===== src/rtl/exec_gate.sv =====
module exec_gate #(
  parameter int SLOTS = 3,
  parameter int TID_W = 2,
  parameter int SEQ_W = 16,
  parameter int PC_W  = 32,
  parameter int CNT_W = 32
) (
  input  logic                     clk,
  input  logic                     rst,
  input  logic [SLOTS-1:0]         req_valid,
  input  logic [SLOTS-1:0]         req_nop,
  input  logic [SLOTS-1:0]         req_ctrl,
  input  logic [SLOTS-1:0]         req_ser,
  input  logic [SLOTS-1:0]         req_sys,
  input  logic [SLOTS-1:0]         req_fault,
  input  logic [SLOTS*TID_W-1:0]   req_tid,
  input  logic [SLOTS*SEQ_W-1:0]   req_seq,
  input  logic [SLOTS-1:0]         req_pred_tk,
  input  logic [SLOTS-1:0]         req_act_tk,
  input  logic [SLOTS*PC_W-1:0]    req_npc,
  input  logic [SLOTS-1:0]         alu_fault,
  output logic [SLOTS-1:0]         done_o,
  output logic [SLOTS-1:0]         retry_o,
  output logic [SLOTS-1:0]         exec_o,
  output logic [SLOTS-1:0]         fault_o,
  output logic                     sq_valid,
  output logic [TID_W-1:0]         sq_tid,
  output logic [SEQ_W-1:0]         sq_seq,
  output logic [PC_W-1:0]          sq_pc,
  output logic [CNT_W-1:0]         cnt_exec,
  output logic [CNT_W-1:0]         cnt_tk_bad,
  output logic [CNT_W-1:0]         cnt_nt_bad,
  output logic [CNT_W-1:0]         cnt_mispred,
  output logic [CNT_W-1:0]         cnt_good
);

  localparam int IW = $clog2(SLOTS + 1);

  logic [IW-1:0] inc_exec, inc_tk, inc_nt, inc_good;

  function automatic logic [CNT_W-1:0] sat_add(input logic [CNT_W-1:0] a,
                                               input logic [IW-1:0] b);
    logic [CNT_W:0] s;
    s = {1'b0, a} + {{(CNT_W + 1 - IW){1'b0}}, b};
    return s[CNT_W] ? {CNT_W{1'b1}} : s[CNT_W-1:0];
  endfunction

  always_comb begin
    logic bar, cseen, want;
    bar = 1'b0;
    cseen = 1'b0;
    done_o = '0;
    retry_o = '0;
    exec_o = '0;
    fault_o = '0;
    sq_valid = 1'b0;
    sq_tid = '0;
    sq_seq = '0;
    sq_pc = '0;
    inc_exec = '0;
    inc_tk = '0;
    inc_nt = '0;
    inc_good = '0;
    for (int i = 0; i < SLOTS; i++) begin
      want = 1'b0;
      if (req_valid[i]) begin
        if (req_fault[i]) begin
          done_o[i] = 1'b1;
          fault_o[i] = 1'b1;
        end else if (bar) begin
          retry_o[i] = 1'b1;
        end else if (req_nop[i]) begin
          done_o[i] = 1'b1;
          exec_o[i] = 1'b1;
        end else if (req_ctrl[i] && cseen) begin
          retry_o[i] = 1'b1;
        end else begin
          done_o[i] = 1'b1;
          inc_exec = inc_exec + IW'(1);
          if (req_ser[i]) bar = 1'b1;
          if (req_ctrl[i]) cseen = 1'b1;
          if (alu_fault[i]) begin
            fault_o[i] = 1'b1;
          end else begin
            exec_o[i] = 1'b1;
            if (req_ctrl[i]) begin
              if (req_pred_tk[i] != req_act_tk[i]) begin
                want = 1'b1;
                if (req_pred_tk[i]) inc_tk = inc_tk + IW'(1);
                else inc_nt = inc_nt + IW'(1);
              end else begin
                inc_good = inc_good + IW'(1);
              end
            end else if (req_sys[i]) begin
              want = 1'b1;
            end
          end
        end
      end
      if (want && (!sq_valid || req_seq[i*SEQ_W +: SEQ_W] < sq_seq)) begin
        sq_valid = 1'b1;
        sq_tid = req_tid[i*TID_W +: TID_W];
        sq_seq = req_seq[i*SEQ_W +: SEQ_W];
        sq_pc = req_npc[i*PC_W +: PC_W];
      end
    end
  end

  always_ff @(posedge clk) begin
    if (rst) begin
      cnt_exec <= '0;
      cnt_tk_bad <= '0;
      cnt_nt_bad <= '0;
      cnt_mispred <= '0;
      cnt_good <= '0;
    end else begin
      cnt_exec <= sat_add(cnt_exec, inc_exec);
      cnt_tk_bad <= sat_add(cnt_tk_bad, inc_tk);
      cnt_nt_bad <= sat_add(cnt_nt_bad, inc_nt);
      cnt_mispred <= sat_add(cnt_mispred, IW'(inc_tk + inc_nt));
      cnt_good <= sat_add(cnt_good, inc_good);
    end
  end

  logic [SLOTS-1:0] ran_ser_before, ran_ctrl_before, ctrl_ran;

  always_comb begin
    ran_ser_before = '0;
    ran_ctrl_before = '0;
    for (int i = 0; i < SLOTS; i++) begin
      ctrl_ran[i] = req_valid[i] & done_o[i] & ~req_fault[i] & ~req_nop[i] & req_ctrl[i];
      for (int j = 0; j < i; j++) begin
        if (req_valid[j] && done_o[j] && !req_fault[j] && !req_nop[j] && req_ser[j])
          ran_ser_before[i] = 1'b1;
        if (ctrl_ran[j]) ran_ctrl_before[i] = 1'b1;
      end
    end
  end

  assert_one_ctrl_R3: assert property (@(posedge clk) disable iff (rst)
    $countones(ctrl_ran) <= 1);

  assert_squash_has_source_R6: assert property (@(posedge clk) disable iff (rst)
    sq_valid |-> |(done_o & exec_o & ~req_nop));

  assert_exec_monotonic_R11: assert property (@(posedge clk) disable iff (rst)
    !rst |=> cnt_exec >= $past(cnt_exec));

  assert_mispred_monotonic_R7: assert property (@(posedge clk) disable iff (rst)
    !rst |=> cnt_mispred >= $past(cnt_mispred));

  assert_reset_clears_R11: assert property (@(posedge clk)
    rst |=> (cnt_exec == '0) && (cnt_good == '0) && (cnt_mispred == '0));

  for (genvar g = 0; g < SLOTS; g++) begin : g_chk
    assert_fault_pass_R1: assert property (@(posedge clk) disable iff (rst)
      req_valid[g] && req_fault[g] |-> done_o[g] && fault_o[g] && !exec_o[g] && !retry_o[g]);

    assert_barrier_R2: assert property (@(posedge clk) disable iff (rst)
      req_valid[g] && !req_fault[g] && ran_ser_before[g] |-> retry_o[g] && !done_o[g]);

    assert_ctrl_block_R3: assert property (@(posedge clk) disable iff (rst)
      req_valid[g] && !req_fault[g] && !ran_ser_before[g] && !req_nop[g] &&
      req_ctrl[g] && ran_ctrl_before[g] |-> retry_o[g]);

    assert_done_xor_retry_R2: assert property (@(posedge clk) disable iff (rst)
      !(done_o[g] && retry_o[g]));
  end

endmodule


===== config.mk =====
export PLATFORM = sky130hd
export DESIGN_NAME = exec_gate
export DESIGN_NICKNAME = d
export VERILOG_FILES = /design/src/rtl/exec_gate.sv
export SDC_FILE = /design/constraint.sdc
export NUM_CORES = 1
export LEC_CHECK = 0
export ABC_AREA = 1
export BUFFER_PORTS_ARGS = -buffer_cell sky130_fd_sc_hd__buf_2
export CAP_MARGIN = 20
export CORE_ASPECT_RATIO = 1.4
export CORE_MARGIN = 2
export CORE_UTILIZATION = 44
export CTS_BUF_LIST = sky130_fd_sc_hd__clkbuf_8
export DETAILED_ROUTE_END_ITERATION = 10
export PLACE_DENSITY = 0.83
export SYNTH_ARGS = -nofsm -noshare
export SYNTH_HDL_FRONTEND = slang
export SYNTH_SLANG_ARGS = --single-unit

===== constraint.sdc =====
create_clock -name clk -period 5.6 [get_ports clk]
set_clock_uncertainty 0.2 [all_clocks]
set_input_delay 0.56 -clock clk [delete_from_list [all_inputs] [get_ports clk]]
set_output_delay 0.56 -clock clk [all_outputs]
set_load 0.03 [all_outputs]

# [Word-level counts from Yosys, hierarchy flattened]
# Index checks and enable logic that the tools add are counted.
[totals] reg_bits=160 in_bits=179 output_inout_bits=223
[classes] n_addsub=14 n_lt_le_gt_ge=2 n_eq_ne=3 mux=200 n_reduce_logical=8
[ops] operator="two-way mux 32 bit" n=8
[ops] operator="adder 32 x 2 -> 33 bit" n=5
[ops] operator="two-way mux 2 bit" n=65
[ops] operator="two-way mux 1 bit" n=124
[ops] operator="two-way mux 16 bit" n=3
[ops] operator="less-than comparator 16 bit" n=2
[ops] operator="adder 2 x 1 -> 2 bit, second input constant" n=8
[ops] operator="logical AND 1 bit" n=4
[ops] operator="inequality test 1 bit" n=3
[ops] operator="adder 2 bit" n=1
[ops] operator="zero test 1 bit" n=2
[ops] operator="logical OR 1 bit" n=2

# [Depth between registers and ports, before layout]
# Gate-level depths: netlist (run 1).
[depth] word_depth=30 depth_mapped=35 depth_no_buf=34

# [Worst setup path after synthesis (run 1)]
# Ideal clock, no wire load.
[synth_timing] kind="input-to-output" start="in req_pred_tk[0]" end="out sq_pc[0]" arrival_ps=4387 t_required_ps=4840 slack_ps=453 path_stages=29 path_buffers=3 cell_sequence="inv_1 -> ha_1 -> nand2_1 -> nand3_1 -> nor2_2 -> clkbuf_1 -> nand2_1 -> ha_1 -> nand2_1 -> inv_1 -> nand3_1 -> nor3_1 -> nand2_1 -> nand2_1 -> nand2_1 -> nand2_4 -> clkbuf_1 -> nand2_1 -> o21ai_1 -> ha_1 -> a21oi_1 -> nor2_1 -> a2111oi_0 -> nand2_1 -> nand2_2 -> nand2_4 -> buf_6 -> nand2_1 -> nand2_1"
[synth_via] elab_chain_len=16 word_cells_on_any_way=22
[synth_rtl] item="start, declared" line_no="18" text="input logic [SLOTS-1:0] req_pred_tk,"
[synth_rtl] item="inequality test 1 bit (*)" line_no="87" text="if (req_pred_tk[i] != req_act_tk[i]) begin"
[synth_rtl] item="two-way mux 1 bit (*)" line_no="87"
[synth_rtl] item="two-way mux 1 bit (*)" line_no="86" text="if (req_ctrl[i]) begin"
[synth_rtl] item="two-way mux 1 bit (*)" line_no="82" text="if (alu_fault[i]) begin"
[synth_rtl] item="two-way mux 1 bit (*)" line_no="72" text="end else if (req_nop[i]) begin"
[synth_rtl] item="two-way mux 1 bit (*)" line_no="67" text="if (req_fault[i]) begin"
[synth_rtl] item="two-way mux 1 bit (*)" line_no="66" text="if (req_valid[i]) begin"
[synth_rtl] item="two-way mux 16 bit or two-way mux 1 bit (tied branches)" line_no="100" text="if (want && (!sq_valid || req_seq[i*SEQ_W +: SEQ_W] < sq_seq)) begin"
[synth_rtl] item="less-than comparator 16 bit or zero test 1 bit (tied branches)" line_no="100"
[synth_rtl] item="logical OR 1 bit" line_no="100"
[synth_rtl] item="logical AND 1 bit" line_no="100"
[synth_rtl] item="two-way mux 16 bit or two-way mux 1 bit (tied branches)" line_no="100"
[synth_rtl] item="less-than comparator 16 bit or zero test 1 bit (tied branches)" line_no="100"
[synth_rtl] item="logical OR 1 bit" line_no="100"
[synth_rtl] item="logical AND 1 bit" line_no="100"
[synth_rtl] item="two-way mux 32 bit (*)" line_no="100"
[synth_rtl] item="end, declared" line_no="29" text="output logic [PC_W-1:0] sq_pc,"
# Every way passes the cells marked *; elsewhere a longest branch is shown, timed or not.

# [Final worst setup path (run 1)]
[layout_timing] start="in req_act_tk[0]" end="out sq_pc[21]"
[layout_via] elab_chain_len=16 word_cells_on_any_way=22
[layout_rtl] item="start, declared" line_no="19" text="input logic [SLOTS-1:0] req_act_tk,"
[layout_rtl] item="inequality test 1 bit (*)" line_no="87"
[layout_rtl] item="two-way mux 1 bit (*)" line_no="87"
[layout_rtl] item="two-way mux 1 bit (*)" line_no="86"
[layout_rtl] item="two-way mux 1 bit (*)" line_no="82"
[layout_rtl] item="two-way mux 1 bit (*)" line_no="72"
[layout_rtl] item="two-way mux 1 bit (*)" line_no="67"
[layout_rtl] item="two-way mux 1 bit (*)" line_no="66"
[layout_rtl] item="two-way mux 16 bit or two-way mux 1 bit (tied branches)" line_no="100"
[layout_rtl] item="less-than comparator 16 bit or zero test 1 bit (tied branches)" line_no="100"
[layout_rtl] item="logical OR 1 bit" line_no="100"
[layout_rtl] item="logical AND 1 bit" line_no="100"
[layout_rtl] item="two-way mux 16 bit or two-way mux 1 bit (tied branches)" line_no="100"
[layout_rtl] item="less-than comparator 16 bit or zero test 1 bit (tied branches)" line_no="100"
[layout_rtl] item="logical OR 1 bit" line_no="100"
[layout_rtl] item="logical AND 1 bit" line_no="100"
[layout_rtl] item="two-way mux 32 bit (*)" line_no="100"
# Marks and branches as above.

==> impl_metrics.env, run 1 <==
export IMPL_die_y_um=190.2
export IMPL_clk_pin_slew_ns=0.09
export IMPL_ios=402
export IMPL_grt_max_degree=67
export IMPL_synth_top_cells_by_count="349 x nand2_1, 252 x inv_1, 177 x nor2_1"
export IMPL_viasPerCell=5.301
export IMPL_first_iter_violations=748
export IMPL_initial_core_util_pct=44.44
export IMPL_yosysUniqueCellTypes=51
export IMPL_ant_nets=0
export IMPL_end_kind="primary output"
export IMPL_outcome="complete, no violations"
export IMPL_synthFlopType="dfxtp_1"
export IMPL_netlist_area_um2=10890
export IMPL_cts_sinks=160
export IMPL_grt_use_total_pct=30.92
export IMPL_fmax_mhz=183.3
export IMPL_antenna_found_initial=12
export IMPL_final_util_pct=59.62
export IMPL_fin_hold_ws_ns=0.3310
export IMPL_synthSimpleGateAreaFrac_pct=30.47
export IMPL_dp_cells=2410
export IMPL_synth_compound_area_share_pct=14.17
export IMPL_cp_common_cell="nand2_1"
export IMPL_ir_worst_vdd_mv=0.1758
export IMPL_worst_ep_arrival_time_ns=4.69
export IMPL_syn_area_per_cell_um2=6.459
export IMPL_gp_congestion=0.9710
export IMPL_slew_headroom_pct=48.36
export IMPL_setup_viol=0
export IMPL_synth_edf_count=0
export IMPL_worstMarginPinSlew_ns=0.7688
export IMPL_synth_warnings=0
export IMPL_clk_latency_ns=0.46
export IMPL_wire_per_inst_um=17.03
export IMPL_min_period_over_period_pct=97.40
export IMPL_p_per_area_nw_per_um2=162.1
export IMPL_grt_pass1_wl_mm=62.67
export IMPL_crit_fanout=8
export IMPL_synth_top_area_cell="dfxtp_1"
export IMPL_final_nets=2357
export IMPL_cts_root_buf="clkbuf_8"
export IMPL_synth_seq_cells=160
export IMPL_drive_above_1_share_pct=28.10
export IMPL_synth_most_common_cell="nand2_1"
export IMPL_holdBufCountCts=0
export IMPL_syn_inst=1686
export IMPL_critPathKind="input port to primary output"
export IMPL_hold_class="flop to flop"
export IMPL_synth_top_area_share_pct=29.41
export IMPL_syn_num_nets=1917
export IMPL_die_area_um2=26040
export IMPL_ys_seq_area_share_pct=29.41
export IMPL_ys_async_sr_fraction_pct=0
export IMPL_synth_xor_area_share_pct=7.318
export IMPL_slew_viol_final=0
export IMPL_critPathLaunchType="input port"
export IMPL_route_detailed_drc=0
export IMPL_period_minus_slack_ns=5.454
export IMPL_muxShareOfSynthArea_pct=0
export IMPL_coreArea_um2=24500
export IMPL_first_pass_iters=5
export IMPL_port_buffers=399
export IMPL_first_global_vias=12226
export IMPL_power_leakage_nw=7.886
export IMPL_slowest_delay_ns=0.27
export IMPL_power_total_mw=2.368
export IMPL_synth_top_family_by_area="simple AND/OR/NAND/NOR gates"
export IMPL_synth_adder_area_share_pct=6.319
export IMPL_clock_path_buffers=2
export IMPL_htree_levels=4
export IMPL_area_delta_synth_final_pct=34.15
export IMPL_hpwl_mm=32.85
export IMPL_cts_tree="yes"
export IMPL_critPathRequiredTime_ns=4.84
export IMPL_stdcell_count=2463
export IMPL_fp_dieW_um=137.0
export IMPL_grt_overflow=0
export IMPL_vias=13056
export IMPL_synth_area_leaders="dfxtp_1 29%, nand2_1 12%, inv_1 8.7%"
export IMPL_slowest_stage="ha_1"
export IMPL_drv_cap=0
export IMPL_final_hold_viol_count=0
export IMPL_numCtsBuffers=17
export IMPL_totalWireLength_mm=41.95
export IMPL_num_rows=68
[registers in the layout, indices dropped and copies added (netlist names)]
name and flops:
cnt_exec 32, cnt_good 32, cnt_mispred 32, cnt_nt_bad 32
cnt_tk_bad 32
[cells in the final DEF (no fill, tap or decap), types with 7 or more instances in the layout]
cell type,instances
o31ai_1,10
nor3_1,44
buf_4,82
nand2_2,16
clkbuf_8,17
nand2_1,336
nor4_1,15
diode_2,9
ha_4,7
buf_2,354
a21oi_1,108
nor2_1,174
nor2_2,10
o21ai_1,70
xnor2_1,40
inv_1,255
dfxtp_1,160
buf_12,7
o21ai_2,14
xor2_1,51
a31oi_1,14
nand3_1,103
clkbuf_4,8
ha_1,40
o211ai_1,7
buf_6,17
nand4_1,30
o21ai_0,45
inv_2,27
[metal layers]
layer	GRT usage, %	wire length (um)
met5	0	54
met3	11.43	4493
met1	32.63	14870
met4	15.98	2240
met2	53.12	20290
[worst paths after layout]
kind                   from              to  slack, ns  cells after the start
max           req_act_tk[0]       sq_pc[21]       0.15                     32
max reg2reg   cnt_nt_bad[1]  cnt_nt_bad[27]       2.10                     19
min          cnt_nt_bad[30]  cnt_nt_bad[30]       0.33                      2
min reg2reg  cnt_nt_bad[30]  cnt_nt_bad[30]       0.33                      2
[report_power, final]
group	internal [mW]	total, mW	leakage [nW]	switching [mW]
Sequential	1.14	1.14	1.29	0.00218
Clock	0.431	0.871	0.209	0.440
Combinational	0.140	0.355	6.39	0.215
Total	1.71	2.37	7.89	0.658
[worst max-delay path, delay by kind of cell]
family / cells / cell delay [ns]
compound gates: 4 / 0.69
simple gates: 18 / 1.60
buf+inv: 7 / 1.07
fa+ha+maj: 3 / 0.75
[cell type report]
class | instances | area (um2)
Clock buffer | 17 | 234.0
Antenna cell | 9 | 22.52
Timing Repair Buffer | 474 | 2909
Tap cell | 315 | 394.1
Sequential cell | 160 | 3203
Inverter | 279 | 1047
Fill cell | 2200 | 9894
Clock inverter | 15 | 157.7
Multi-Input combinational cell | 1194 | 6641
[stage by stage]
stage	setup slack [ns]	area, um2	TNS [ns]
finish	0.1458	14610	0
global route	-0.06289	14590	-0.7846
CTS	-0.005532	14110	-0.005532
global placement	-0.0002900	13570	-0.0002900
floorplan	0.4533	10890	0
detailed placement	-0.04176	13570	-0.2947
[cells by family (layout without fill, tap and decap cells)]
group / after synthesis / in the layout
xor+xnor: 91 / 91
flops: 160 / 160
other cells: 1 / 10
simple gates: 761 / 763
buf+inv: 334 / 785
fa+ha+maj: 52 / 52
compound gates: 287 / 287
[repair_timing]
action | CTS | global route
setup endpoints to repair | 36 | 78
cloned | 0 | 6
pin swaps | 4 | 14
setup buffers | 4 | 2
resized for setup | 42 | 98
Note: power is estimated with default switching activity, not from simulation.
==> run 2, diff against run 1 <==
Settings changed: CORE_AREA from default to 2 2 157 159, CORE_ASPECT_RATIO 1.4 to default, CORE_MARGIN 2 to default, CORE_UTILIZATION 44 to default, DIE_AREA from default to 0 0 159 161, PLACE_DENSITY 0.83 to 0.71, SKIP_CTS_REPAIR_TIMING from default to 1.
==> impl_metrics.env, run 2 (synthesis results as in run 1) <==
export IMPL_ant_nets=0
export IMPL_ir_worst_vdd_mv=0.1269
export IMPL_htree_levels=4
export IMPL_ff2ff_setup_slack_ns=2.15
export IMPL_slew_viol_final=0
export IMPL_cts_sinks=160
export IMPL_cell_internal_pwr_mw=1.616
export IMPL_hold_class="flop to flop"
export IMPL_viasPerCell=5.099
export IMPL_grt_setup_unrepaired="true"
export IMPL_gp_congestion=0.9280
export IMPL_die_y_um=161
export IMPL_die_area_um2=25600
export IMPL_outcome="complete, no violations"
export IMPL_cts_tree="yes"
export IMPL_final_util_pct=63.49
export IMPL_grt_use_total_pct=28.17
export IMPL_power_leakage_nw=8.081
export IMPL_clock_path_buffers=2
export IMPL_crit_fanout=8
export IMPL_fin_hold_ws_ns=0.3180
export IMPL_vias=12716
export IMPL_slowest_delay_ns=0.29
export IMPL_p_sw_uw=695.4
export IMPL_coreArea_um2=23960
export IMPL_first_iter_violations=819
export IMPL_final_nets=2379
export IMPL_combPwrFrac_pct=16.3
export IMPL_worstMarginPinSlew_ns=0.9737
export IMPL_drive_above_1_share_pct=31.47
export IMPL_clk_pin_slew_ns=0.09
export IMPL_area_delta_synth_final_pct=39.71
export IMPL_hpwl_mm=29.99
export IMPL_stdcell_count=2494
export IMPL_cp_startpoint="req_pred_tk[0]"
export IMPL_dp_cells=2420
export IMPL_fmax_mhz=183.2
export IMPL_cp_common_cell="nand2_2"
export IMPL_port_buffers=399
export IMPL_rr_startpoint="cnt_nt_bad[1]"
export IMPL_grt_max_degree=97
export IMPL_drv_cap=0
export IMPL_layout_commonest_cell="buf_2"
export IMPL_antenna_found_initial=9
export IMPL_totalWireLength_mm=39.57
export IMPL_first_pass_iters=5
export IMPL_initial_core_util_pct=45.45
export IMPL_critPathRequiredTime_ns=4.84
export IMPL_pwr_share_seq_pct=49.4
export IMPL_num_rows=57
export IMPL_reg2reg_depth=19
export IMPL_final_cell_mix="360 x buf_2, 296 x nand2_1, 248 x inv_1"
export IMPL_grt_overflow=0
export IMPL_r2r_end="cnt_nt_bad[29]"
export IMPL_hold_path_end="cnt_nt_bad[30]"
export IMPL_route_detailed_drc=0
export IMPL_power_total_mw=2.312
export IMPL_final_hold_viol_count=0
export IMPL_wire_per_inst_um=15.87
export IMPL_clk_latency_ns=0.46
export IMPL_critPathLaunchType="input port"
export IMPL_grt_pass1_wl_mm=58.58
export IMPL_critPathKind="input port to primary output"
export IMPL_period_minus_slack_ns=5.458
export IMPL_numCtsBuffers=17
export IMPL_p_per_area_nw_per_um2=151.9
export IMPL_clockPowerShare_pct=34.3
export IMPL_slowest_stage="ha_1"
export IMPL_ios=402
export IMPL_hold_depth=2
export IMPL_setup_viol=0
export IMPL_p_sw_share_pct=30.08
export IMPL_min_period_over_period_pct=97.46
export IMPL_fp_dieW_um=159
export IMPL_cts_root_buf="clkbuf_8"
export IMPL_slew_headroom_pct=35.09
export IMPL_end_kind="primary output"
export IMPL_first_global_vias=11392
export IMPL_holdCritStartpoint="cnt_nt_bad[30]"
export IMPL_worst_ep_arrival_time_ns=4.70
[run 2: how the worst max path moves through the flow]
stage	to	cells after the start	slack, ns
2_1_floorplan	sq_pc[0]	29	0.45
3_3_place_gp	sq_tid[0]	30	-0.06
3_5_place_dp	sq_tid[0]	31	-0.07
4_1_cts	sq_tid[0]	30	-0.1
5_1_grt	sq_tid[1]	34	-0.13
6_report	sq_pc[21]	31	0.14
[run 2: stage by stage]
step | worst slack [ns] | setup TNS, ns | area (um2)
finish | 0.1424 | 0 | 15210
global route | -0.1285 | -3.810 | 15210
CTS | -0.09913 | -1.991 | 13950
detailed placement | -0.07418 | -0.9040 | 13590
global placement | -0.05864 | -0.4567 | 13590
floorplan | 0.4533 | 0 | 10890
[run 2: worst max-delay path: cells and delay by family]
kind            cells  cell delay [ns]
simple gates       14             1.34
buf+inv             9             1.31
fa+ha+maj           3             0.75
compound gates      5             0.73
[run 2: area by class of cell]
type	instances	area, um2
fillers	2261	8748
multi-input cells	1194	6909
repair buffers	496	3262
flip-flops and latches	160	3203
inverters	279	1049
well taps	324	405.4
clock buffers	17	234.0
clock inverters	15	130.1
diodes	9	22.52
[run 2: power groups by stage]
stage	logic, mW	clock network [mW]	registers (mW)
after global routing	0.407	0.863	1.14
after CTS	0.307	0.821	1.14
final	0.378	0.792	1.14
after floorplan	0.155	0	1.17
after global placement	0.304	0	1.17
after detailed placement	0.305	0	1.17
[run 2: layer usage]
layer,share of wire (%),GRT usage (%),vias up,routed length [um]
met2,48,47.71,457,18990
li1,-,-,6367,-
met3,7.3,6.934,113,2900
met4,5.5,15.21,0,2180
met5,0,0,-,0
met1,39,33.00,5779,15500
==> run 3, diff against run 2 <==
Settings changed: CORE_AREA 2 2 157 159 to default, CORE_ASPECT_RATIO from default to 1.4, CORE_MARGIN from default to 2, CORE_UTILIZATION from default to 39, DIE_AREA 0 0 159 161 to default, PLACE_DENSITY 0.71 to 0.62.
==> impl_metrics.env, run 3 (synthesis results as in run 1) <==
export IMPL_ant_nets=0
export IMPL_outcome="complete, no violations"
export IMPL_first_iter_violations=446
export IMPL_setup_viol=0
export IMPL_drive_above_1_share_pct=28.21
export IMPL_period_minus_slack_ns=5.511
export IMPL_final_nets=2338
export IMPL_hold_class="flop to flop"
export IMPL_wire_per_inst_um=16.61
export IMPL_clk_latency_ns=0.47
export IMPL_antenna_found_initial=16
export IMPL_viasPerCell=5.010
export IMPL_grt_use_total_pct=26.47
export IMPL_cts_root_buf="clkbuf_8"
export IMPL_grt_pass1_wl_mm=61.77
export IMPL_num_rows=72
export IMPL_final_cell_area_um2=14680
export IMPL_gp_congestion=0.9425
export IMPL_end_kind="primary output"
export IMPL_initial_core_util_pct=39.51
export IMPL_route_detailed_drc=0
export IMPL_dpl_cell_area_um2=13420
export IMPL_slew_viol_final=0
export IMPL_fmax_mhz=181.5
export IMPL_slowest_delay_ns=0.32
export IMPL_critPathLaunchType="input port"
export IMPL_min_period_over_period_pct=98.40
export IMPL_vias=12531
export IMPL_cts_sinks=160
export IMPL_slew_headroom_pct=45.32
export IMPL_setup_tns_ns=0
export IMPL_worstMarginPinSlew_ns=0.8141
export IMPL_totalWireLength_mm=41.54
export IMPL_fillers=2809
export IMPL_die_y_um=201.7
export IMPL_numCtsBuffers=17
export IMPL_ios=402
export IMPL_ir_worst_vdd_mv=0.1696
export IMPL_clock_path_buffers=2
export IMPL_power_leakage_nw=7.857
export IMPL_final_cell_mix="361 x buf_2, 322 x nand2_1, 249 x inv_1"
export IMPL_worst_slack_ns=0.08948
export IMPL_critPathRequiredTime_ns=4.84
export IMPL_final_hold_viol_count=0
export IMPL_hpwl_mm=32.35
export IMPL_worst_ep_arrival_time_ns=4.75
export IMPL_area_delta_synth_final_pct=34.77
export IMPL_clk_pin_slew_ns=0.09
export IMPL_port_buffers=399
export IMPL_coreArea_um2=27570
export IMPL_ff2ff_setup_slack_ns=2.12
export IMPL_p_per_area_nw_per_um2=161.3
export IMPL_die_area_um2=29300
export IMPL_first_global_vias=11700
export IMPL_crit_fanout=7
export IMPL_first_pass_iters=5
export IMPL_drv_cap=0
export IMPL_slowest_stage="ha_1"
export IMPL_layout_commonest_cell="buf_2"
export IMPL_dp_slack_ns=-0.05721
export IMPL_critPathKind="input port to primary output"
export IMPL_grt_max_degree=69
export IMPL_power_total_mw=2.368
export IMPL_htree_levels=4
export IMPL_fp_dieW_um=145.2
export IMPL_cts_tree="yes"
export IMPL_grt_overflow=0
run 3: cell type report:
cell class                 instances  area [um2]  area share, %
tap                              370       462.9          3.154
inverter                         279        1047          7.136
multi-input combinational       1196        6740          45.92
clock buffer                      19       261.5          1.782
antenna                           11       27.53         0.1876
timing repair buffer             453        2795          19.05
clock inverter                    13       138.9         0.9463
sequential                       160        3203          21.82
run 3: stage by stage:
| stage | hold slack [ns] | cells | utilization [%] |
|---|---|---|---|
| floorplan | 0.4411 | 1686 | - |
| global placement | 0.2955 | 2438 | 48.69 |
| detailed placement | 0.2947 | 2438 | 48.69 |
| CTS | 0.3208 | 2470 | 50.14 |
| global route | 0.3682 | 2496 | 53.20 |
| finish | 0.3207 | 2501 | 53.24 |
run 3: report_power, final:
part | leakage, nW | internal [mW] | total [mW] | switching, mW
Clock | 0.196 | 0.419 | 0.869 | 0.450
Combinational | 6.37 | 0.140 | 0.357 | 0.217
Sequential | 1.29 | 1.14 | 1.14 | 0.00229
run 3: worst paths after layout:
check | depth (start not counted) | start | end
setup / recovery | 29 | req_act_tk[0] | sq_pc[4]
hold reg to reg | 2 | cnt_nt_bad[30] | cnt_nt_bad[30]
setup reg to reg | 20 | cnt_exec[0] | cnt_exec[18]
hold / removal | 2 | cnt_nt_bad[30] | cnt_nt_bad[30]
run 3: worst max-delay path, delay by kind of cell:
kind	cells	cell delay [ns]
AOI/OAI and AO/OA	5	0.82
buffers and inverters	5	0.70
and+or+nand+nor	16	1.84
adders and majority gates	3	0.80
run 3: metal layers:
| layer | share of wire [%] | GRT usage (%) | routed length (um) |
|---|---|---|---|
| met1 | 37 | 28.81 | 15570 |
| met2 | 47 | 45.53 | 19670 |
| met3 | 10 | 11.02 | 4348 |
| met4 | 4.5 | 10.61 | 1881 |
| met5 | 0.15 | 0 | 62 |
